### src/rtl/xcvr_pkg.sv
// Shared types for the registered bus transceiver.
package xcvr_pkg;
    // Per-direction path element, encoded as the two mode input bits.
    typedef enum logic [1:0] {
        XM_BUF  = 2'b00,
        XM_FF   = 2'b01,
        XM_LAT  = 2'b10,
        XM_ECHO = 2'b11
    } xfer_mode_e;
endpackage

### src/rtl/xfer_stage.sv
// One direction's path element: buffer, edge-loaded flip-flop or
// transparent-high latch, selected by mode. XM_ECHO acts as a latch here;
// the top decides where its data comes from. Assumes strobe is synchronous
// to clk; a rising strobe is found by comparing with its value at the last edge.
module xfer_stage
    import xcvr_pkg::*;
#(
    parameter int WIDTH = 8
) (
    input  logic             clk,
    input  logic             rst_n,
    input  xfer_mode_e       mode,
    input  logic             strobe,
    input  logic [WIDTH-1:0] d,
    output logic [WIDTH-1:0] q,
    output logic [WIDTH-1:0] held
);
    logic strobe_q;
    logic is_lat;
    logic rise;

    assign is_lat = (mode == XM_LAT) || (mode == XM_ECHO);
    assign rise   = strobe && !strobe_q;

    // Remember the strobe level for edge detection.
    always_ff @(posedge clk) begin
        if (!rst_n) strobe_q <= 1'b0;
        else        strobe_q <= strobe;
    end

    // Storage: load on strobe rise (flip-flop) or while strobe high (latch).
    always_ff @(posedge clk) begin
        if (!rst_n)
            held <= '0;
        else if ((mode == XM_FF && rise) || (is_lat && strobe))
            held <= d;
    end

    // Output select: direct input, stored value, or transparent latch.
    always_comb begin
        case (mode)
            XM_BUF:  q = d;
            XM_FF:   q = held;
            default: q = strobe ? d : held;
        endcase
    end

    // flip-flop holds unless the strobe rose
    p_ff_hold_r3: assert property (@(posedge clk) disable iff (!rst_n)
        (mode == XM_FF && !rise) |=> $stable(held));
    // flip-flop loads the input present at the rising strobe
    p_ff_load_r3: assert property (@(posedge clk) disable iff (!rst_n)
        (mode == XM_FF && rise) |=> held == $past(d));
    // latch holds while the strobe is low
    p_lat_hold_r4: assert property (@(posedge clk) disable iff (!rst_n)
        (is_lat && !strobe) |=> $stable(held));
    // latch is transparent while the strobe is high
    p_lat_pass_r4: assert property (@(posedge clk) disable iff (!rst_n)
        (is_lat && strobe) |-> q == d);
    // buffer passes input straight through
    p_buf_pass_r2: assert property (@(posedge clk) disable iff (!rst_n)
        (mode == XM_BUF) |-> q == d);
endmodule

### src/rtl/bus_rx_front.sv
// Bus receiver front end: per channel, delivers the received bit only when
// the receiver is enabled (active low) and the channel is not flagged open.
// An open channel or a disabled receiver yields logic 0 (fail-safe).
module bus_rx_front #(
    parameter int WIDTH = 8
) (
    input  logic             rx_en_n,
    input  logic [WIDTH-1:0] b_in,
    input  logic [WIDTH-1:0] b_open,
    output logic [WIDTH-1:0] rx_bits
);
    // One fail-safe gate per channel.
    for (genvar i = 0; i < WIDTH; i++) begin : g_ch
        assign rx_bits[i] = !rx_en_n && !b_open[i] && b_in[i];
    end
endmodule

### src/rtl/bidir_reg_xcvr.sv
// Top of the registered bus transceiver. Decodes the two mode codes,
// routes data for normal, side-A loopback and bus echo operation, and gates
// both sides with their output enables. Assumes all control inputs are
// synchronous to clk. In echo mode the A-to-B element reads the B-to-A
// stored value, so the echo is delayed by one B-to-A store.
module bidir_reg_xcvr
    import xcvr_pkg::*;
#(
    parameter int WIDTH = 8
) (
    input  logic             clk,
    input  logic             rst_n,
    input  logic [WIDTH-1:0] a_in,
    output logic [WIDTH-1:0] a_out,
    output logic             a_oe,
    input  logic [WIDTH-1:0] b_in,
    input  logic [WIDTH-1:0] b_open,
    output logic [WIDTH-1:0] b_out,
    output logic             b_oe,
    input  logic [1:0]       ab_mode,
    input  logic [1:0]       ba_mode,
    input  logic             ab_strobe,
    input  logic             ba_strobe,
    input  logic             a_en,
    input  logic             b_en,
    input  logic             rx_en_n,
    input  logic             lpbk
);
    xfer_mode_e       ab_m, ba_m;
    logic             bus_echo;
    logic [WIDTH-1:0] rx_bits;
    logic [WIDTH-1:0] ab_d, ab_q, ab_held;
    logic [WIDTH-1:0] ba_d, ba_q, ba_held;

    assign ab_m     = xfer_mode_e'(ab_mode);
    assign ba_m     = xfer_mode_e'(ba_mode);
    assign bus_echo = (ab_m == XM_ECHO) && (ba_m == XM_ECHO);

    // Data sources: loopback takes priority over echo, so no data loop forms.
    always_comb begin
        ab_d = (bus_echo && !lpbk) ? ba_held : a_in;
        ba_d = lpbk ? ab_q : rx_bits;
    end

    bus_rx_front #(.WIDTH(WIDTH)) u_rx (
        .rx_en_n (rx_en_n),
        .b_in    (b_in),
        .b_open  (b_open),
        .rx_bits (rx_bits)
    );

    xfer_stage #(.WIDTH(WIDTH)) u_ab (
        .clk    (clk),
        .rst_n  (rst_n),
        .mode   (ab_m),
        .strobe (ab_strobe),
        .d      (ab_d),
        .q      (ab_q),
        .held   (ab_held)
    );

    xfer_stage #(.WIDTH(WIDTH)) u_ba (
        .clk    (clk),
        .rst_n  (rst_n),
        .mode   (ba_m),
        .strobe (ba_strobe),
        .d      (ba_d),
        .q      (ba_q),
        .held   (ba_held)
    );

    // Output gating: a disabled side drives zeros with its enable low.
    always_comb begin
        a_oe  = a_en;
        b_oe  = b_en;
        a_out = a_en ? ba_q : '0;
        b_out = b_en ? ab_q : '0;
    end

    // disabled side A is quiet
    p_a_quiet_r7: assert property (@(posedge clk) disable iff (!rst_n)
        !a_en |-> (a_out == '0 && !a_oe));
    // disabled bus side is quiet
    p_b_quiet_r7: assert property (@(posedge clk) disable iff (!rst_n)
        !b_en |-> (b_out == '0 && !b_oe));
    // receiver off gives zeros through a B-to-A buffer
    p_rx_off_r9: assert property (@(posedge clk) disable iff (!rst_n)
        (rx_en_n && !lpbk && ba_m == XM_BUF) |-> a_out == '0);
    // open channels read as zero through a B-to-A buffer
    p_failsafe_r10: assert property (@(posedge clk) disable iff (!rst_n)
        (!lpbk && ba_m == XM_BUF) |-> (a_out & b_open) == '0);
    // in echo mode with the A-to-B strobe high the bus carries the B-to-A stored data
    p_echo_src_r5: assert property (@(posedge clk) disable iff (!rst_n)
        (bus_echo && !lpbk && ab_strobe && b_en) |-> b_out == ba_held);
    // in echo mode with the A-to-B strobe low the bus carries the A-to-B held data
    p_echo_hold_r5: assert property (@(posedge clk) disable iff (!rst_n)
        (bus_echo && !ab_strobe && b_en) |-> b_out == ab_held);
endmodule

### config.mk
export PLATFORM = sky130hd
export DESIGN_NAME = bidir_reg_xcvr
export DESIGN_NICKNAME = d
export VERILOG_FILES = /design/src/rtl/xcvr_pkg.sv /design/src/rtl/xfer_stage.sv /design/src/rtl/bus_rx_front.sv /design/src/rtl/bidir_reg_xcvr.sv
export SDC_FILE = /design/constraint.sdc
export NUM_CORES = 1
export LEC_CHECK = 0
export BUFFER_PORTS_ARGS = -buffer_cell sky130_fd_sc_hd__buf_2
export CORE_MARGIN = 1.5
export CORE_UTILIZATION = 52
export CTS_BUF_LIST = sky130_fd_sc_hd__clkbuf_8
export DETAILED_ROUTE_END_ITERATION = 16
export MAX_ROUTING_LAYER = met4
export PLACE_DENSITY = 0.88
export SLEW_MARGIN = 30
export SYNTH_ARGS = -nofsm -noshare
export SYNTH_HDL_FRONTEND = slang
export SYNTH_SLANG_ARGS = --single-unit
### constraint.sdc
create_clock -name clk -period 4.19 [get_ports clk]
set_clock_uncertainty 0.2 [all_clocks]
set_input_delay 0.419 -clock clk [delete_from_list [all_inputs] [get_ports clk]]
set_output_delay 0.419 -clock clk [all_outputs]
set_load 0.01 [all_outputs]
==> metrics, run 1 <==
H-tree Lvls=1; Gate Count Post-Synth=157; ANT cells=0; area leader, netlist=dfxtp_1; port buffer count=53; final layout net count=240; share of cells above drive strength 1=35.0%; met1 usage=33.0%; max cap viols=0; asr flop ratio synth=0%; WS Path Type=input port to output pin; Die Area=2650 sq um; Worst Hold Class=input port to flop; Slew HR=49.0%; RR Endpoint=u_ba.held[7]; Yosys cell types=28; Placer Congestion=0.860; GRT Residual Overflow=0; Reg2Reg Depth=5; Leak=0.000638 uW; GR Util met3=3.80%; initial antenna violation count=0; Post-synth EDFFs=0; hold buffers post-CTS=0; # rows=17; Synth top area share=29.5%; critical path launch point=lpbk; Worst VDD drop=0.206 mV; Critical Path Sink Type=output pin; post-cts sizing count=0; drt total wl=3620 um; number of global-route vias before repair=1336; Area Overhead vs Synth=21.9%; Max Clk Rate=379 MHz; Pwr Density=314 nW/um^2; largest net degree at the start of global routing=18; DR DRC count=0; Synth top cells by count=21 x o21ai_0, 18 x dfxtp_1, 17 x a21oi_1; Root Buffer=clkbuf_8; FF+latch count, synth=18; top post-synthesis cells by area=dfxtp_1 29%, o21ai_0 8.6%, a21oi_1 7.0%; top-count cell post-synth=o21ai_0; Crit Path Max Fanout=17; Die W=51.5 um; total CTS buffers=3; GR Util All Layers=29.0%; reg2reg setup slack=2610 ps; DR iter-0 viols=26; TritonCTS clock tree=built; syn avg cell area=7.79 sq um; core area=2210 sq um; Min Hold Slack=210 ps; post-DP HPWL=2630 um; Vias=1375; Chip Height=51.5 um; crit path DAT=2020 ps; setup TNS=0 ps; Top Usage Layer GRT=met2; min Tclk post-route=2640 ps; CP startpoint kind=input port; Final Max Tran Viols=0; clock-pin slew on the worst setup and hold paths=70 ps; worst hold stages=3; post-CTS setup buffers=0; outcome=completed; worst skew pair latency=260 ps; Initial Utilization=55.3%; vias per cell=5.95; first-pass GRT wire length=5730 um; Syn Nets=193; GR Util met2=53.0%; clk sink count=18; Synth Warn #=0; R2R Path Start=u_ba.strobe_q; CP required=3570 ps; Slew @ Worst Pin=763 ps; period utilization=63.0%; final count of negative-setup-slack endpoints=0; first-pass iteration count of the detailed router=4; deepest clock path buffer count=2; Final ANT Viol Nets=0; IO Pins=54; unrepaired setup endpoints after global routing=false; drt wl/cell=15.7 um; Seq/Total Area, Yosys=29.5%; Final Hold Viols=0; Cell Area, Synth=1220 sq um; CP endpoint=a_out[3]; dominant synthesized flop cell=dfxtp_1
## critical path, stage by stage
cell and delay (ps):
buf_2 170, nand4b_4 340, o21ai_0 320, o211ai_1 160
a31oi_1 320, a21oi_1 110, buf_2 170
## how the worst min path moves through the flow
| stage | from | end | slack, ps |
|---|---|---|---|
| finish | ba_strobe | u_ba.strobe_q | 210 |
| CTS | ba_strobe | u_ba.strobe_q | 210 |
| global placement | u_ab.held[5] | u_ab.held[5] | 280 |
| global route | ba_strobe | u_ba.strobe_q | 240 |
| floorplan | u_ba.held[6] | u_ab.held[6] | 270 |
| detailed placement | u_ab.held[4] | u_ab.held[4] | 290 |
## through the flow
step           total power, uW  worst slack [ps]  utilization, %  instances  instance area (sq um)
2_1_floorplan              276              2110               -        157                   1220
3_3_place_gp               315              1610            64.7        227                   1430
3_5_place_dp               318              1560            64.7        227                   1430
4_1_cts                    462              1560            67.2        231                   1490
5_1_grt                    486              1370            67.4        231                   1490
6_report                   468              1550            67.4        231                   1490
## metal layers
| layer | vias up | wire length [um] |
|---|---|---|
| met4 | 0 | 35 |
| met1 | 639 | 1500 |
| met5 | - | 0 |
| met2 | 62 | 1850 |
| li1 | 670 | - |
| met3 | 4 | 234 |
## area by class of cell
class,count,area (sq um)
clock buffer,4,55.1
fill,211,722
inverter,5,23.8
multi-input combinational,123,751
sequential,18,360
tap,28,35.0
timing repair buffer,53,265
## state kept, by name (all words and copies together), names as in the netlist
name,flops
u_ab.held,8
u_ab.strobe_q,1
u_ba.held,8
u_ba.strobe_q,1
## cells in the final DEF, fill, tap and decap left out, drive strengths merged
cell type,count
nand2,16
nor3b,8
mux2i,2
a21oi,18
clkinv,1
o21ai,24
nand2b,1
a311oi,8
inv,4
a31oi,8
dfxtp,18
buf,53
clkbuf,4
nor2,12
or2,9
o211ai,8
and3,8
nand4b,1
## kinds of logic (layout without fill, tap and decap cells)
kind of cell	count (synthesis)	in the layout	share of synthesized area, %
buffers and inverters	16	62	9.42
multiplexers	2	2	2.66
AO/OA/AOI/OAI	66	66	33.2
AND/OR/NAND/NOR	55	55	25.3
flip-flops	18	18	29.5
## power by group
part	leakage, uW	internal, uW	total (uW)	switching, uW
clock network	0.0000288	83.7	150	66.4
registers	0.000149	184	194	9.91
logic	0.000460	52.1	124	71.6
Note: power is estimated with default switching activity, not from simulation.
==> run 2, diff against run 1 <==
--- a/config.mk
+++ b/config.mk
@@ -7,11 +7,11 @@
 export LEC_CHECK = 0
 export BUFFER_PORTS_ARGS = -buffer_cell sky130_fd_sc_hd__buf_2
 export CORE_MARGIN = 1.5
-export CORE_UTILIZATION = 52
+export CORE_UTILIZATION = 44
 export CTS_BUF_LIST = sky130_fd_sc_hd__clkbuf_8
 export DETAILED_ROUTE_END_ITERATION = 16
 export MAX_ROUTING_LAYER = met4
-export PLACE_DENSITY = 0.88
+export PLACE_DENSITY = 0.79
 export SLEW_MARGIN = 30
 export SYNTH_ARGS = -nofsm -noshare
 export SYNTH_HDL_FRONTEND = slang
==> constraint.sdc (replaced) <==
create_clock -name clk -period 2.4 [get_ports clk]
set_clock_uncertainty 0.2 [all_clocks]
set_input_delay 0.24 -clock clk [delete_from_list [all_inputs] [get_ports clk]]
set_output_delay 0.24 -clock clk [all_outputs]
set_load 0.01 [all_outputs]
==> run 2 against run 1 <==
  * Sequential cell count unchanged
  * Count of clock-buffer cells in the layout stayed put
  * Combinational power up 76%
  * Register-to-register slack lost 1700 ps
  * Utilization decreased by 8.0 points
  * Die area rose by 17%
  * Largest cell class unchanged
  * Via count down 1.7%
  * Final cell count grew 2.2%
  * Critical endpoint is now a_out[2]
  * Design area rose by 1.4%
  * Setup slack worse by 1400 ps
==> metrics, run 2 (synthesis results as in run 1) <==
Slowest-stage cell, CP=mux2i_4; GR Util met2=39.6% (-13 points); Power, Total=810 uW (+73%); dpl cells=232 (+2.2%); post-layout util=59.4% (-8.0 points); Final Max Tran Viols=0 (unchanged); met1 usage=28.2% (-4.8 points); min Tclk post-route=2220 ps; internal power=562 uW (+76%); Root Buffer=clkbuf_8; total CTS buffers=3 (unchanged); CP endpoint=a_out[2]; unrepaired setup endpoints after global routing=false; Gate power share=26.9% (+0.5 points); post-DP HPWL=2730 um (+3.7%); initial antenna violation count=0 (unchanged); GR Util All Layers=23.3% (-5.7 points); H-tree Lvls=1 (unchanged); Max Clk Rate=451 MHz; Crit Path Max Fanout=16 (-1); number of global-route vias before repair=1307 (-2.2%); drt wl/cell=14.9 um (-4.6%); placed cell area=1460 sq um (+1.7%); commonest non-fill, non-tap cells in the layout=53 x buf_2, 21 x o21ai_0, 18 x dfxtp_1, 17 x a21oi_1, 16 x nand2_1; post-cts sizing count=0 (unchanged); vias per cell=5.72 (-3.8%); commonest non-fill, non-tap cell in the layout=buf_2; Vias=1351 (-1.7%); CP Cell Sequence=buf_2 > inv_6 > mux2i_4 > o211ai_1 > a31oi_1 > a21oi_1 > buf_2; Placer Congestion=0.931 (+8.3%); Worst Hold Class=input port to flop; max cap viols=0 (unchanged); Reg2Reg Depth=4 (-1); share of cells above drive strength 1=35.4% (+0.46 points); GRT Residual Overflow=0 (unchanged); Slew HR=70.4% (+21 points); Final ANT Viol Nets=0 (unchanged); TritonCTS clock tree=built; drt total wl=3530 um (-2.5%); Worst VDD drop=0.351 mV (+70%); worst skew pair latency=260 ps (about the same); post-CTS setup buffers=0 (unchanged); Design Area, Final=1510 sq um (+1.4%); Die Area=3100 sq um (+17%); Area Overhead vs Synth=23.6%; setup TNS=0 ps (unchanged); DR DRC count=0 (unchanged); final count of negative-setup-slack endpoints=0 (unchanged); Chip Height=55.7 um (+8.2%); CP startpoint kind=input port; final layout net count=243 (+1.3%); Pwr Density=536 nW/um^2 (+71%); largest net degree at the start of global routing=18 (unchanged); ANT cells=0 (unchanged); switching share of power=30.6% (-1.1 points); max incr delay on CP=460 ps (+120 ps); GR Util met3=3.02% (-0.78 points); Leak=0.000654 uW (+2.6%); clock-pin slew on the worst setup and hold paths=70 ps (about the same); Switch Pwr=248 uW (+67%); hold buffers post-CTS=0 (unchanged); WS Path Type=input port to output pin; R2R Path Start=u_ab.strobe_q; first-pass iteration count of the detailed router=4 (unchanged); Clock Power Share=31.4% (-0.7 points); core area=2540 sq um (+15%); clk sink count=18 (unchanged); CP required=1960 ps (-1610 ps); cell mode on critical path=buf_2; DR iter-0 viols=61 (+130%); deepest clock path buffer count=2 (unchanged); # rows=18 (+1); port buffer count=53 (unchanged); IO Pins=54 (unchanged); critical path launch point=ab_mode[1]; RR Endpoint=u_ab.held[0]; Critical Path Sink Type=output pin; Final Non-Filler Cells=236 (+2.2%); crit path DAT=1780 ps (-240 ps); Slew @ Worst Pin=435 ps (-328 ps); period utilization=92.3%; outcome=completed; Seq pwr share=41.7% (+0.2 points); Top Usage Layer GRT=met2; Largest regs=u_ab.held: 8 flops, u_ba.held: 8 flops; first-pass GRT wire length=5740 um (+0.23%); Initial Utilization=48.0% (-7.2 points); reg2reg setup slack=910 ps (-1700 ps); Final Hold Viols=0 (unchanged); Die W=55.7 um (+8.2%)
-- run 2: layout make-up --
class / instances / area (sq um)
sequential: 18 / 360
tap: 30 / 37.5
inverter: 5 / 23.8
clock buffer: 4 / 55.1
timing repair buffer: 56 / 288
multi-input combinational: 123 / 747
fill: 256 / 1030
-- run 2: worst min path at each step --
| stage | from | end | slack [ps] | cells past startpoint |
|---|---|---|---|---|
| detailed placement | u_ab.held[5] | u_ab.held[5] | 290 | 2 |
| global placement | u_ab.held[6] | u_ab.held[6] | 280 | 2 |
| floorplan | rst_n | u_ba.held[0] | 180 | 2 |
| CTS | ba_strobe | u_ba.strobe_q | 40 | 3 |
| finish | ba_strobe | u_ba.strobe_q | 40 | 3 |
| global route | ba_strobe | u_ba.strobe_q | 60 | 3 |
-- run 2: power groups by stage --
stage,Clock (uW),Sequential [uW],Combinational (uW)
after global placement,0,344,210
final,255,337,218
after floorplan,0,339,144
after global routing,266,340,243
after CTS,255,337,218
after detailed placement,0,344,217
-- run 2: per-layer routing --
metal / part of all wire (%) / vias to the layer above
met5: 0 / -
met4: 2.0 / 0
met3: 8.5 / 9
met2: 48 / 65
met1: 41 / 605
li1: - / 672
-- run 2: stage by stage --
stage / hold WS, ps / setup slack, ps
after floorplan: 178 / 680
after global placement: 279 / 266
after detailed placement: 286 / 194
after CTS: 39.2 / 189
after global routing: 61.4 / 47.8
final: 35.2 / 184
-- run 2: worst max-delay path, delay by kind of cell --
kind	cells	cell delay [ps]
AOI/OAI and AO/OA	3	620
buffers and inverters	3	450
muxes	1	460
